`src/rtl/ctxsw_pkg.sv`:
```
package ctxsw_pkg;

  localparam int unsigned SEQ_LEN = 17;
  localparam int unsigned STEP_W  = $clog2(SEQ_LEN + 1);

  typedef enum logic [1:0] {
    CYC_INT  = 2'd0,
    CYC_RD   = 2'd1,
    CYC_WR   = 2'd2,
    CYC_IDLE = 2'd3
  } cyc_kind_t;

  typedef enum logic [2:0] {
    ACC_NONE,
    ACC_OPCODE,
    ACC_OPERAND,
    ACC_VEC_WP,
    ACC_SAVE_ST,
    ACC_SAVE_PC,
    ACC_SAVE_WP,
    ACC_VEC_PC
  } acc_t;

  // Which bus access, if any, a step of the schedule performs.
  function automatic acc_t step_access(input logic [STEP_W-1:0] s);
    acc_t a;
    case (s)
      STEP_W'(1):  a = ACC_OPCODE;
      STEP_W'(5):  a = ACC_OPERAND;
      STEP_W'(7):  a = ACC_VEC_WP;
      STEP_W'(10): a = ACC_SAVE_ST;
      STEP_W'(12): a = ACC_SAVE_PC;
      STEP_W'(14): a = ACC_SAVE_WP;
      STEP_W'(16): a = ACC_VEC_PC;
      default:     a = ACC_NONE;
    endcase
    return a;
  endfunction

  function automatic cyc_kind_t access_kind(input acc_t a);
    cyc_kind_t k;
    case (a)
      ACC_OPCODE, ACC_OPERAND, ACC_VEC_WP, ACC_VEC_PC: k = CYC_RD;
      ACC_SAVE_ST, ACC_SAVE_PC, ACC_SAVE_WP:           k = CYC_WR;
      default:                                         k = CYC_INT;
    endcase
    return k;
  endfunction

endpackage

```
`src/rtl/ctxsw_step_ctrl.sv`:
```
module ctxsw_step_ctrl
  import ctxsw_pkg::*;
(
  input  logic              clk,
  input  logic              rst_n,
  input  logic              start,
  input  logic              mem_cycle,
  input  logic              ready,
  output logic [STEP_W-1:0] step,
  output logic              busy,
  output logic              advance,
  output logic              last_adv,
  output logic              done
);

  localparam logic [STEP_W-1:0] FIRST = STEP_W'(1);
  localparam logic [STEP_W-1:0] LAST  = STEP_W'(SEQ_LEN);

  logic [STEP_W-1:0] step_q, step_d;
  logic              done_q, done_d;

  assign busy     = (step_q != '0);
  assign advance  = busy && (!mem_cycle || ready);
  assign last_adv = advance && (step_q == LAST);

  always_comb begin
    step_d = step_q;
    done_d = 1'b0;
    if (!busy) begin
      if (start) step_d = FIRST;
    end else if (advance) begin
      if (step_q == LAST) begin
        step_d = '0;
        done_d = 1'b1;
      end else begin
        step_d = step_q + FIRST;
      end
    end
  end

  always_ff @(posedge clk or negedge rst_n) begin
    if (!rst_n) begin
      step_q <= '0;
      done_q <= 1'b0;
    end else begin
      step_q <= step_d;
      done_q <= done_d;
    end
  end

  assign step = step_q;
  assign done = done_q;

  AST_INT_ONE_CLOCK: assert property (@(posedge clk) disable iff (!rst_n)
    busy && !mem_cycle |=> step_q != $past(step_q));

  AST_WAIT_HOLDS_STEP: assert property (@(posedge clk) disable iff (!rst_n)
    busy && mem_cycle && !ready |=> step_q == $past(step_q));

  AST_NO_RESTART: assert property (@(posedge clk) disable iff (!rst_n)
    busy && start && (step_q > FIRST) |=> step_q != FIRST);

  AST_DONE_ONE_CLOCK: assert property (@(posedge clk) disable iff (!rst_n)
    done_q |=> !done_q);

endmodule

```
`src/rtl/ctxsw_bus_unit.sv`:
```
module ctxsw_bus_unit
  import ctxsw_pkg::*;
#(
  parameter int AW = 16
) (
  input  logic          clk,
  input  logic          rst_n,
  input  logic          capture,
  input  logic          advance,
  input  acc_t          acc,
  input  logic [AW-1:0] pc_in,
  input  logic [AW-1:0] wp_in,
  input  logic [AW-1:0] st_in,
  input  logic [AW-1:0] mem_rdata,
  output logic [AW-1:0] mem_addr,
  output logic [AW-1:0] mem_wdata,
  output logic [AW-1:0] new_pc,
  output logic [AW-1:0] new_wp,
  output logic [AW-1:0] new_st
);

  localparam int            WORD_BYTES = AW / 8;
  localparam logic [AW-1:0] ALIGN      = ~AW'(1);
  localparam logic [AW-1:0] STEP_WORD  = AW'(WORD_BYTES);
  localparam logic [AW-1:0] RET_OFS    = AW'(2 * WORD_BYTES);
  localparam logic [AW-1:0] OFS_R13    = AW'(13 * WORD_BYTES);
  localparam logic [AW-1:0] OFS_R14    = AW'(14 * WORD_BYTES);
  localparam logic [AW-1:0] OFS_R15    = AW'(15 * WORD_BYTES);

  logic [AW-1:0] base_q, base_d;
  logic [AW-1:0] owp_q,  owp_d;
  logic [AW-1:0] st_q,   st_d;
  logic [AW-1:0] vec_q,  vec_d;
  logic [AW-1:0] nwp_q,  nwp_d;
  logic [AW-1:0] npc_q,  npc_d;

  logic          take_vec, take_nwp, take_npc;
  logic [AW-1:0] raw_addr;

  assign take_vec = advance && (acc == ACC_OPERAND);
  assign take_nwp = advance && (acc == ACC_VEC_WP);
  assign take_npc = advance && (acc == ACC_VEC_PC);

  always_comb begin
    base_d = base_q;
    owp_d  = owp_q;
    st_d   = st_q;
    vec_d  = vec_q;
    nwp_d  = nwp_q;
    npc_d  = npc_q;
    if (capture) begin
      base_d = pc_in & ALIGN;
      owp_d  = wp_in;
      st_d   = st_in;
    end
    if (take_vec) vec_d = mem_rdata;
    if (take_nwp) nwp_d = mem_rdata & ALIGN;
    if (take_npc) npc_d = mem_rdata & ALIGN;
  end

  always_ff @(posedge clk or negedge rst_n) begin
    if (!rst_n) begin
      base_q <= '0;
      owp_q  <= '0;
      st_q   <= '0;
      vec_q  <= '0;
      nwp_q  <= '0;
      npc_q  <= '0;
    end else begin
      base_q <= base_d;
      owp_q  <= owp_d;
      st_q   <= st_d;
      vec_q  <= vec_d;
      nwp_q  <= nwp_d;
      npc_q  <= npc_d;
    end
  end

  always_comb begin
    raw_addr  = '0;
    mem_wdata = '0;
    case (acc)
      ACC_OPCODE:  raw_addr = base_q;
      ACC_OPERAND: raw_addr = base_q + STEP_WORD;
      ACC_VEC_WP:  raw_addr = vec_q;
      ACC_VEC_PC:  raw_addr = (vec_q & ALIGN) + STEP_WORD;
      ACC_SAVE_ST: begin
        raw_addr  = nwp_q + OFS_R15;
        mem_wdata = st_q;
      end
      ACC_SAVE_PC: begin
        raw_addr  = nwp_q + OFS_R14;
        mem_wdata = base_q + RET_OFS;
      end
      ACC_SAVE_WP: begin
        raw_addr  = nwp_q + OFS_R13;
        mem_wdata = owp_q;
      end
      default: ;
    endcase
  end

  assign mem_addr = raw_addr & ALIGN;
  assign new_pc   = npc_q;
  assign new_wp   = nwp_q;
  assign new_st   = st_q;

endmodule

```
`src/rtl/ctxsw_arch_regs.sv`:
```
module ctxsw_arch_regs #(
  parameter int AW = 16
) (
  input  logic          clk,
  input  logic          rst_n,
  input  logic          load,
  input  logic [AW-1:0] new_pc,
  input  logic [AW-1:0] new_wp,
  input  logic [AW-1:0] new_st,
  output logic [AW-1:0] pc_q,
  output logic [AW-1:0] wp_q,
  output logic [AW-1:0] st_q
);

  logic [AW-1:0] pc_d, wp_d, st_d;

  always_comb begin
    pc_d = pc_q;
    wp_d = wp_q;
    st_d = st_q;
    if (load) begin
      pc_d = new_pc;
      wp_d = new_wp;
      st_d = new_st;
    end
  end

  always_ff @(posedge clk or negedge rst_n) begin
    if (!rst_n) begin
      pc_q <= '0;
      wp_q <= '0;
      st_q <= '0;
    end else begin
      pc_q <= pc_d;
      wp_q <= wp_d;
      st_q <= st_d;
    end
  end

endmodule

```
`src/rtl/ctxsw_seq.sv`:
```
module ctxsw_seq
  import ctxsw_pkg::*;
#(
  parameter int AW = 16
) (
  input  logic          clk,
  input  logic          rst_n,
  input  logic          start,
  input  logic [AW-1:0] pc_in,
  input  logic [AW-1:0] wp_in,
  input  logic [AW-1:0] st_in,
  output logic [AW-1:0] mem_addr,
  output logic [AW-1:0] mem_wdata,
  output logic          mem_rd,
  output logic          mem_wr,
  input  logic [AW-1:0] mem_rdata,
  input  logic          mem_ready,
  output logic [1:0]    cycle_kind,
  output logic          busy,
  output logic          done,
  output logic [AW-1:0] pc_out,
  output logic [AW-1:0] wp_out,
  output logic [AW-1:0] st_out
);

  logic [STEP_W-1:0] step;
  logic              advance, last_adv, mem_cycle, capture;
  acc_t              acc;
  cyc_kind_t         kind;
  logic [AW-1:0]     new_pc, new_wp, new_st;

  assign acc        = step_access(step);
  assign kind       = busy ? access_kind(acc) : CYC_IDLE;
  assign mem_cycle  = (kind == CYC_RD) || (kind == CYC_WR);
  assign mem_rd     = (kind == CYC_RD);
  assign mem_wr     = (kind == CYC_WR);
  assign cycle_kind = kind;
  assign capture    = !busy && start;

  ctxsw_step_ctrl u_ctrl (
    .clk       (clk),
    .rst_n     (rst_n),
    .start     (start),
    .mem_cycle (mem_cycle),
    .ready     (mem_ready),
    .step      (step),
    .busy      (busy),
    .advance   (advance),
    .last_adv  (last_adv),
    .done      (done)
  );

  ctxsw_bus_unit #(.AW(AW)) u_bus (
    .clk       (clk),
    .rst_n     (rst_n),
    .capture   (capture),
    .advance   (advance),
    .acc       (acc),
    .pc_in     (pc_in),
    .wp_in     (wp_in),
    .st_in     (st_in),
    .mem_rdata (mem_rdata),
    .mem_addr  (mem_addr),
    .mem_wdata (mem_wdata),
    .new_pc    (new_pc),
    .new_wp    (new_wp),
    .new_st    (new_st)
  );

  ctxsw_arch_regs #(.AW(AW)) u_regs (
    .clk    (clk),
    .rst_n  (rst_n),
    .load   (last_adv),
    .new_pc (new_pc),
    .new_wp (new_wp),
    .new_st (new_st),
    .pc_q   (pc_out),
    .wp_q   (wp_out),
    .st_q   (st_out)
  );

  AST_BUS_HOLDS_ON_WAIT: assert property (@(posedge clk) disable iff (!rst_n)
    (mem_rd || mem_wr) && !mem_ready |=>
      $stable(mem_addr) && $stable(mem_wdata) && $stable({mem_rd, mem_wr}));

  AST_NO_READ_AFTER_SAVE: assert property (@(posedge clk) disable iff (!rst_n)
    mem_wr && mem_ready |=> !mem_rd && !mem_wr);

  AST_CTX_ONLY_AT_DONE: assert property (@(posedge clk) disable iff (!rst_n)
    !$stable({pc_out, wp_out, st_out}) |-> done);

endmodule

```
`config.mk`:
```
export PLATFORM = sky130hd
export DESIGN_NAME = ctxsw_seq
export DESIGN_NICKNAME = d
export VERILOG_FILES = /design/src/rtl/ctxsw_pkg.sv /design/src/rtl/ctxsw_step_ctrl.sv /design/src/rtl/ctxsw_bus_unit.sv /design/src/rtl/ctxsw_arch_regs.sv /design/src/rtl/ctxsw_seq.sv
export SDC_FILE = /design/constraint.sdc
export NUM_CORES = 1
export LEC_CHECK = 0
export BUFFER_PORTS_ARGS = -buffer_cell sky130_fd_sc_hd__buf_2
export CORE_MARGIN = 3
export CORE_UTILIZATION = 60
export CTS_BUF_LIST = sky130_fd_sc_hd__clkbuf_8 sky130_fd_sc_hd__clkbuf_16
export DETAILED_ROUTE_END_ITERATION = 7
export PLACE_DENSITY = 0.82
export SETUP_SLACK_MARGIN = 0.5
export SKIP_LAST_GASP = 1
export SYNTH_ARGS = -nofsm -noshare
export SYNTH_HDL_FRONTEND = slang
export SYNTH_SLANG_ARGS = --single-unit
```
`constraint.sdc`:
```
create_clock -name clk -period 7.45 [get_ports clk]
set_clock_uncertainty 0.1 [all_clocks]
set_input_delay 1.49 -clock clk [delete_from_list [all_inputs] [get_ports clk]]
set_output_delay 1.49 -clock clk [all_outputs]
set_load 0.1 [all_outputs]
```
### Word-level counts from Yosys, hierarchy flattened

Index checks and enable logic that the tools add are counted.

* add/sub/neg operators: 7
* eq/ne operators: 18
* multiplexer cells: 12
* reductions and logical operators: 15

Operator list (count)
* 16-bit one-hot mux with 7 select lines: 1
* 16-bit by 5-bit adder with 16-bit output (second input constant): 3
* 16-bit one-hot mux with 3 select lines: 1
* 16-bit by 2-bit adder with 16-bit output (second input constant): 2
* 3-bit one-hot mux with 7 select lines: 1
* 5-bit two-way mux: 4
* 16-bit by 3-bit adder with 16-bit output (second input constant): 1
* 5-bit by 4-bit equality test with 1-bit output (second input constant): 3
* 3-bit equality test (second input constant): 4
* 5-bit by 3-bit equality test with 1-bit output (second input constant): 2
* 5-bit equality test (second input constant): 2
* 3-bit by 2-bit equality test with 1-bit output (second input constant): 2
* 1-bit logical AND: 6
* 5-bit by 1-bit adder with 5-bit output (second input constant): 1
* 5-bit by 1-bit equality test with 1-bit output (second input constant): 1
* 5-bit nonzero test: 1
* 2-bit one-hot mux with 2 select lines: 1
* 4-bit OR reduction: 1
* 3-bit by 1-bit equality test with 1-bit output (second input constant): 1
* 1-bit two-way mux: 3
* 3-bit OR reduction: 1
* 2-bit by 1-bit equality test with 1-bit output (second input constant): 1
* 2-bit equality test (second input constant): 1
* 1-bit logical NOT: 2
* other kinds (5): 6

* flip-flop bits (word level): 145
* input port bits: 68
* output and inout port bits: 86

### Logic depth before layout (Yosys ltp)

* word-level depth: 13
* mapped depth: 15

### Hierarchy

A second synthesis with hierarchy kept.

* cell total of the unflattened synthesis: 702
* area, all modules: 8046.5 um^2

Modules (own cells, without submodules)
* ctxsw_bus_unit: instances 1, cells each 535, area an instance 5610.4 um^2, sequential area each 2302.2 um^2
* ctxsw_arch_regs: instances 1, cells each 101, area an instance 1860.5 um^2, sequential area each 1201.2 um^2
* ctxsw_step_ctrl: instances 1, cells each 37, area an instance 377.9 um^2, sequential area each 150.1 um^2
* ctxsw_seq: instances 1, cells each 29, area an instance 197.7 um^2, sequential area each 0.0 um^2

### Least setup slack after synthesis

No wires, ideal clock.

* path kind: flip-flop to output port
* start point: register u_ctrl.step_q[0], in the netlist u_ctrl.step[0]
* end point: output mem_addr[3]
* arrival time: 4.198 ns
* required time: 5.860 ns
* path slack: 1.662 ns
* cell stages (with the launch flop): 14
* path through: dfrtp_1 -> inv_1 -> ha_1 -> nand4b_4 -> a21bo_2 -> buf_6 -> clkbuf_1 -> nand2_1 -> nand2_1 -> ha_1 -> clkbuf_1 -> inv_1 -> nor2_1 -> o21ai_0

* word-level cells in the longest chain between the ends: 4

Ends and longest elaborated chain
* from (decl): line ctxsw_step_ctrl.sv:19 `logic [STEP_W-1:0] step_q, step_d;`
* from (signal assigned): line ctxsw_step_ctrl.sv:46 `step_q <= step_d;`
* 5-bit equality test (tied with other cells): line ctxsw_pkg.sv:27 `case (s)`
* 3-bit one-hot mux with 7 select lines *: line ctxsw_pkg.sv:27
* 3-bit equality test (tied with other cells): line ctxsw_bus_unit.sv:82 `case (acc)`
* 16-bit one-hot mux with 7 select lines *: line ctxsw_bus_unit.sv:82
* to (decl): line ctxsw_seq.sv:12 `output logic [AW-1:0] mem_addr,`

Mark *: on every way between the ends. The rest lies on a longest branch, timed or not.

### Final worst setup path

* start point: register u_ctrl.step_q[0], in the netlist u_ctrl.step[0]
* end point: output mem_addr[11]

Same word-level chain as after synthesis.

==> out/metrics.yaml <==
status: "completed"
setup_tns_ps: 0
grt_max_degree: 74
dpl.hpwl_um: 14700
start_kind: "flop"
worstSetupPathType: "flop to output port"
core_um2: 12300
avgSynthCellArea_um2: 11.4
ys_warn_count: 0
cts_tree: "done"
die_area_um2: 14200
numCtsBuffers: 17
cp.arrival_ps: 4300
drv_slew: 0
cp_cell_sequence: "inv_1, ha_1, nand3b_1, nor3b_2, buf_4, inv_1, fa_1, nor3_1, nand3b_1, o22ai_1, a222oi_1, a21boi_0, o221ai_1, buf_2"
critPathMaxStageDelay_ps: 450
layout_commonest_cell: "buf_2"
ys_async_sr_fraction: 1.00
drt_iter0_markers: 538
r2r-start: "u_ctrl.step[1]"
syn_to_final_growth_pct: 17.0
synth-edff-count: 0
grt_pass1_vias: 6281
ant_nets: 0
synth-seq-area-share: 0.470
vias: 6077
layout_common_cells: "buf_2 (147), dfrtp_1 (144), mux2_2 (136), o21ai_0 (40), nand2_1 (37)"
regArea_um2: 3600
initial_core_util: 0.626
hold_buffers: 0
end_kind: "output port"
cts_resized: 0
route.detailed.drc: 0
worstRegToRegCells: 10
finalHoldViolations: 0
rsz0062_at_grt: "false"
fmax_mhz: 170
drtPass1Iterations: 5
die_w_um: 119
ios: 154
cap_violations: 0
final_cells: 980
grt.total_usage: 0.297
synthFlopType: "dfrtp_1"
htreeDepth: 4
placed_cell_area_um2: 8390
cts_setup_buffers: 0
nNetsFinal: 878
antenna_found_initial: 0
hold_end: "u_regs.wp_q[12]"
period_share: 0.791
path_clk_slew_ps: 60
syn_area_um2: 7670
rows: 40
routed_wl_um: 20900
setup_ws_ps: 1560
multi_input_area_um2: 3730
cp_top_family: "simple AND/OR/NAND/NOR gates"
whs_path_depth: 1
synth-seq-cells: 144
syn_inst: 671
worst_pin_slew_ps: 1300
viasPerCell: 6.20
hold_class: "flop to flop"
crit_required_ps: 5860
place_congestion: 0.927
crit_buf_inv: 4
cts_buffer_depth: 2
synth_cell_types: 72
cp_max_fo: 17
nFillCells: 879
globalRouteOverflowTotal: 0
antennaDiodeCount: 0
maxSlewHeadroom: 0.129
clock-root-buffer: "clkbuf_16"
min_from: "u_regs.wp_q[12]"
clk_latency_ps: 420
grt_pass1_wl_um: 33300
dp_cells: 948
reg2reg_to: "u_regs.wp_q[2]"
design_area_um2: 8980
setup_viol: 0
r2r_setup_slack_ps: 3450
io_buffers: 148
detail_route.wl_per_cell_um: 21.3
die_height_um: 119
drive_gt1_frac: 0.421
dp_slack_ps: 2110
timing.final.crit_period_ps: 5890
cp_slowest_cell: "fa_1"
numClockSinks: 144
sequential cells by signal, indices dropped and copies added (netlist names):
signal and flops:
u_bus.base_q 15, u_bus.new_pc 15, u_bus.new_st 16, u_bus.new_wp 15, u_bus.owp_q 16, u_bus.vec_q 15
u_ctrl.done 1, u_ctrl.step 5, u_regs.pc_q 15, u_regs.st_q 16, u_regs.wp_q 15
through the flow:
step / hold WS [ps] / util
floorplan: 374 / -
global placement: 380 / 0.684
detailed placement: 390 / 0.684
CTS: 404 / 0.732
global route: 412 / 0.732
finish: 402 / 0.732
synthesized netlist by cell type, drive strengths merged (2+ instances only):
master   count  share of area
dfrtp      144           0.47
mux2       137           0.20
o21ai       43          0.028
nand2       39          0.019
nand3       28          0.019
nor2        26          0.013
buf         24          0.020
clkbuf      22          0.017
a22oi       21          0.021
xor2        16          0.018
inv         14         0.0069
a21oi       12         0.0078
and3        12          0.010
xnor2       12          0.014
ha          10          0.016
nor3        10         0.0065
nand4        8         0.0065
a31oi        7         0.0057
o22ai        7         0.0057
mux2i        6         0.0078
a222oi       5         0.0065
nand2b       5         0.0041
a221oi       4         0.0046
a22o         4         0.0046
and4         4         0.0047
nand3b       4         0.0039
nor2b        4         0.0033
a21boi       3         0.0034
and2         3         0.0026
nor3b        3         0.0036
o2111ai      3         0.0034
o221ai       3         0.0034
a211o        2         0.0023
a211oi       2         0.0026
nor4         2         0.0024
nor4b        2         0.0042
o311a        2         0.0026
o31ai        2         0.0020
or3b         2         0.0026
logic make-up (layout without fill, tap and decap cells):
group           count (synthesis)  count (layout)  share of synthesized area
compound gates                127             127                      0.111
xor+xnor                       28              28                     0.0320
fa+ha+maj                      11              11                     0.0189
buf+inv                        61             200                     0.0462
flops                         144             144                      0.470
mux                           143             143                      0.209
other cells                     1               3                   0.000489
simple gates                  156             156                      0.112
final cells by class:
type / count / share of cell area
clock buffer: 20 / 0.0520
multi-input combinational: 468 / 0.415
timing repair buffer: 154 / 0.0882
sequential: 144 / 0.401
clock inverter: 12 / 0.0137
inverter: 14 / 0.00585
tap: 168 / 0.0234
worst max-delay path by stage:
| stage | depth (start not counted) | start | endpoint |
|---|---|---|---|
| finish | 14 | u_ctrl.step[0] | mem_addr[11] |
| global route | 14 | u_ctrl.step[0] | mem_addr[11] |
| CTS | 14 | u_ctrl.step[0] | mem_addr[11] |
| detailed placement | 14 | u_ctrl.step[0] | mem_addr[11] |
| global placement | 14 | u_ctrl.step[0] | mem_addr[11] |
| floorplan | 13 | u_ctrl.step[0] | mem_addr[3] |
metal layers:
layer  share of wire  routed length [µm]  track usage  vias to the layer above
li1                -                   -            -                     2719
met1            0.40                8460        0.375                     3028
met2            0.50               10500        0.499                      286
met3           0.071                1480       0.0798                       44
met4           0.022                 465       0.0956                        0
met5               0                   0            0                        -
Power is not shown: default switching activity piles up to over one toggle a cycle in this logic, so the estimate is an artifact.
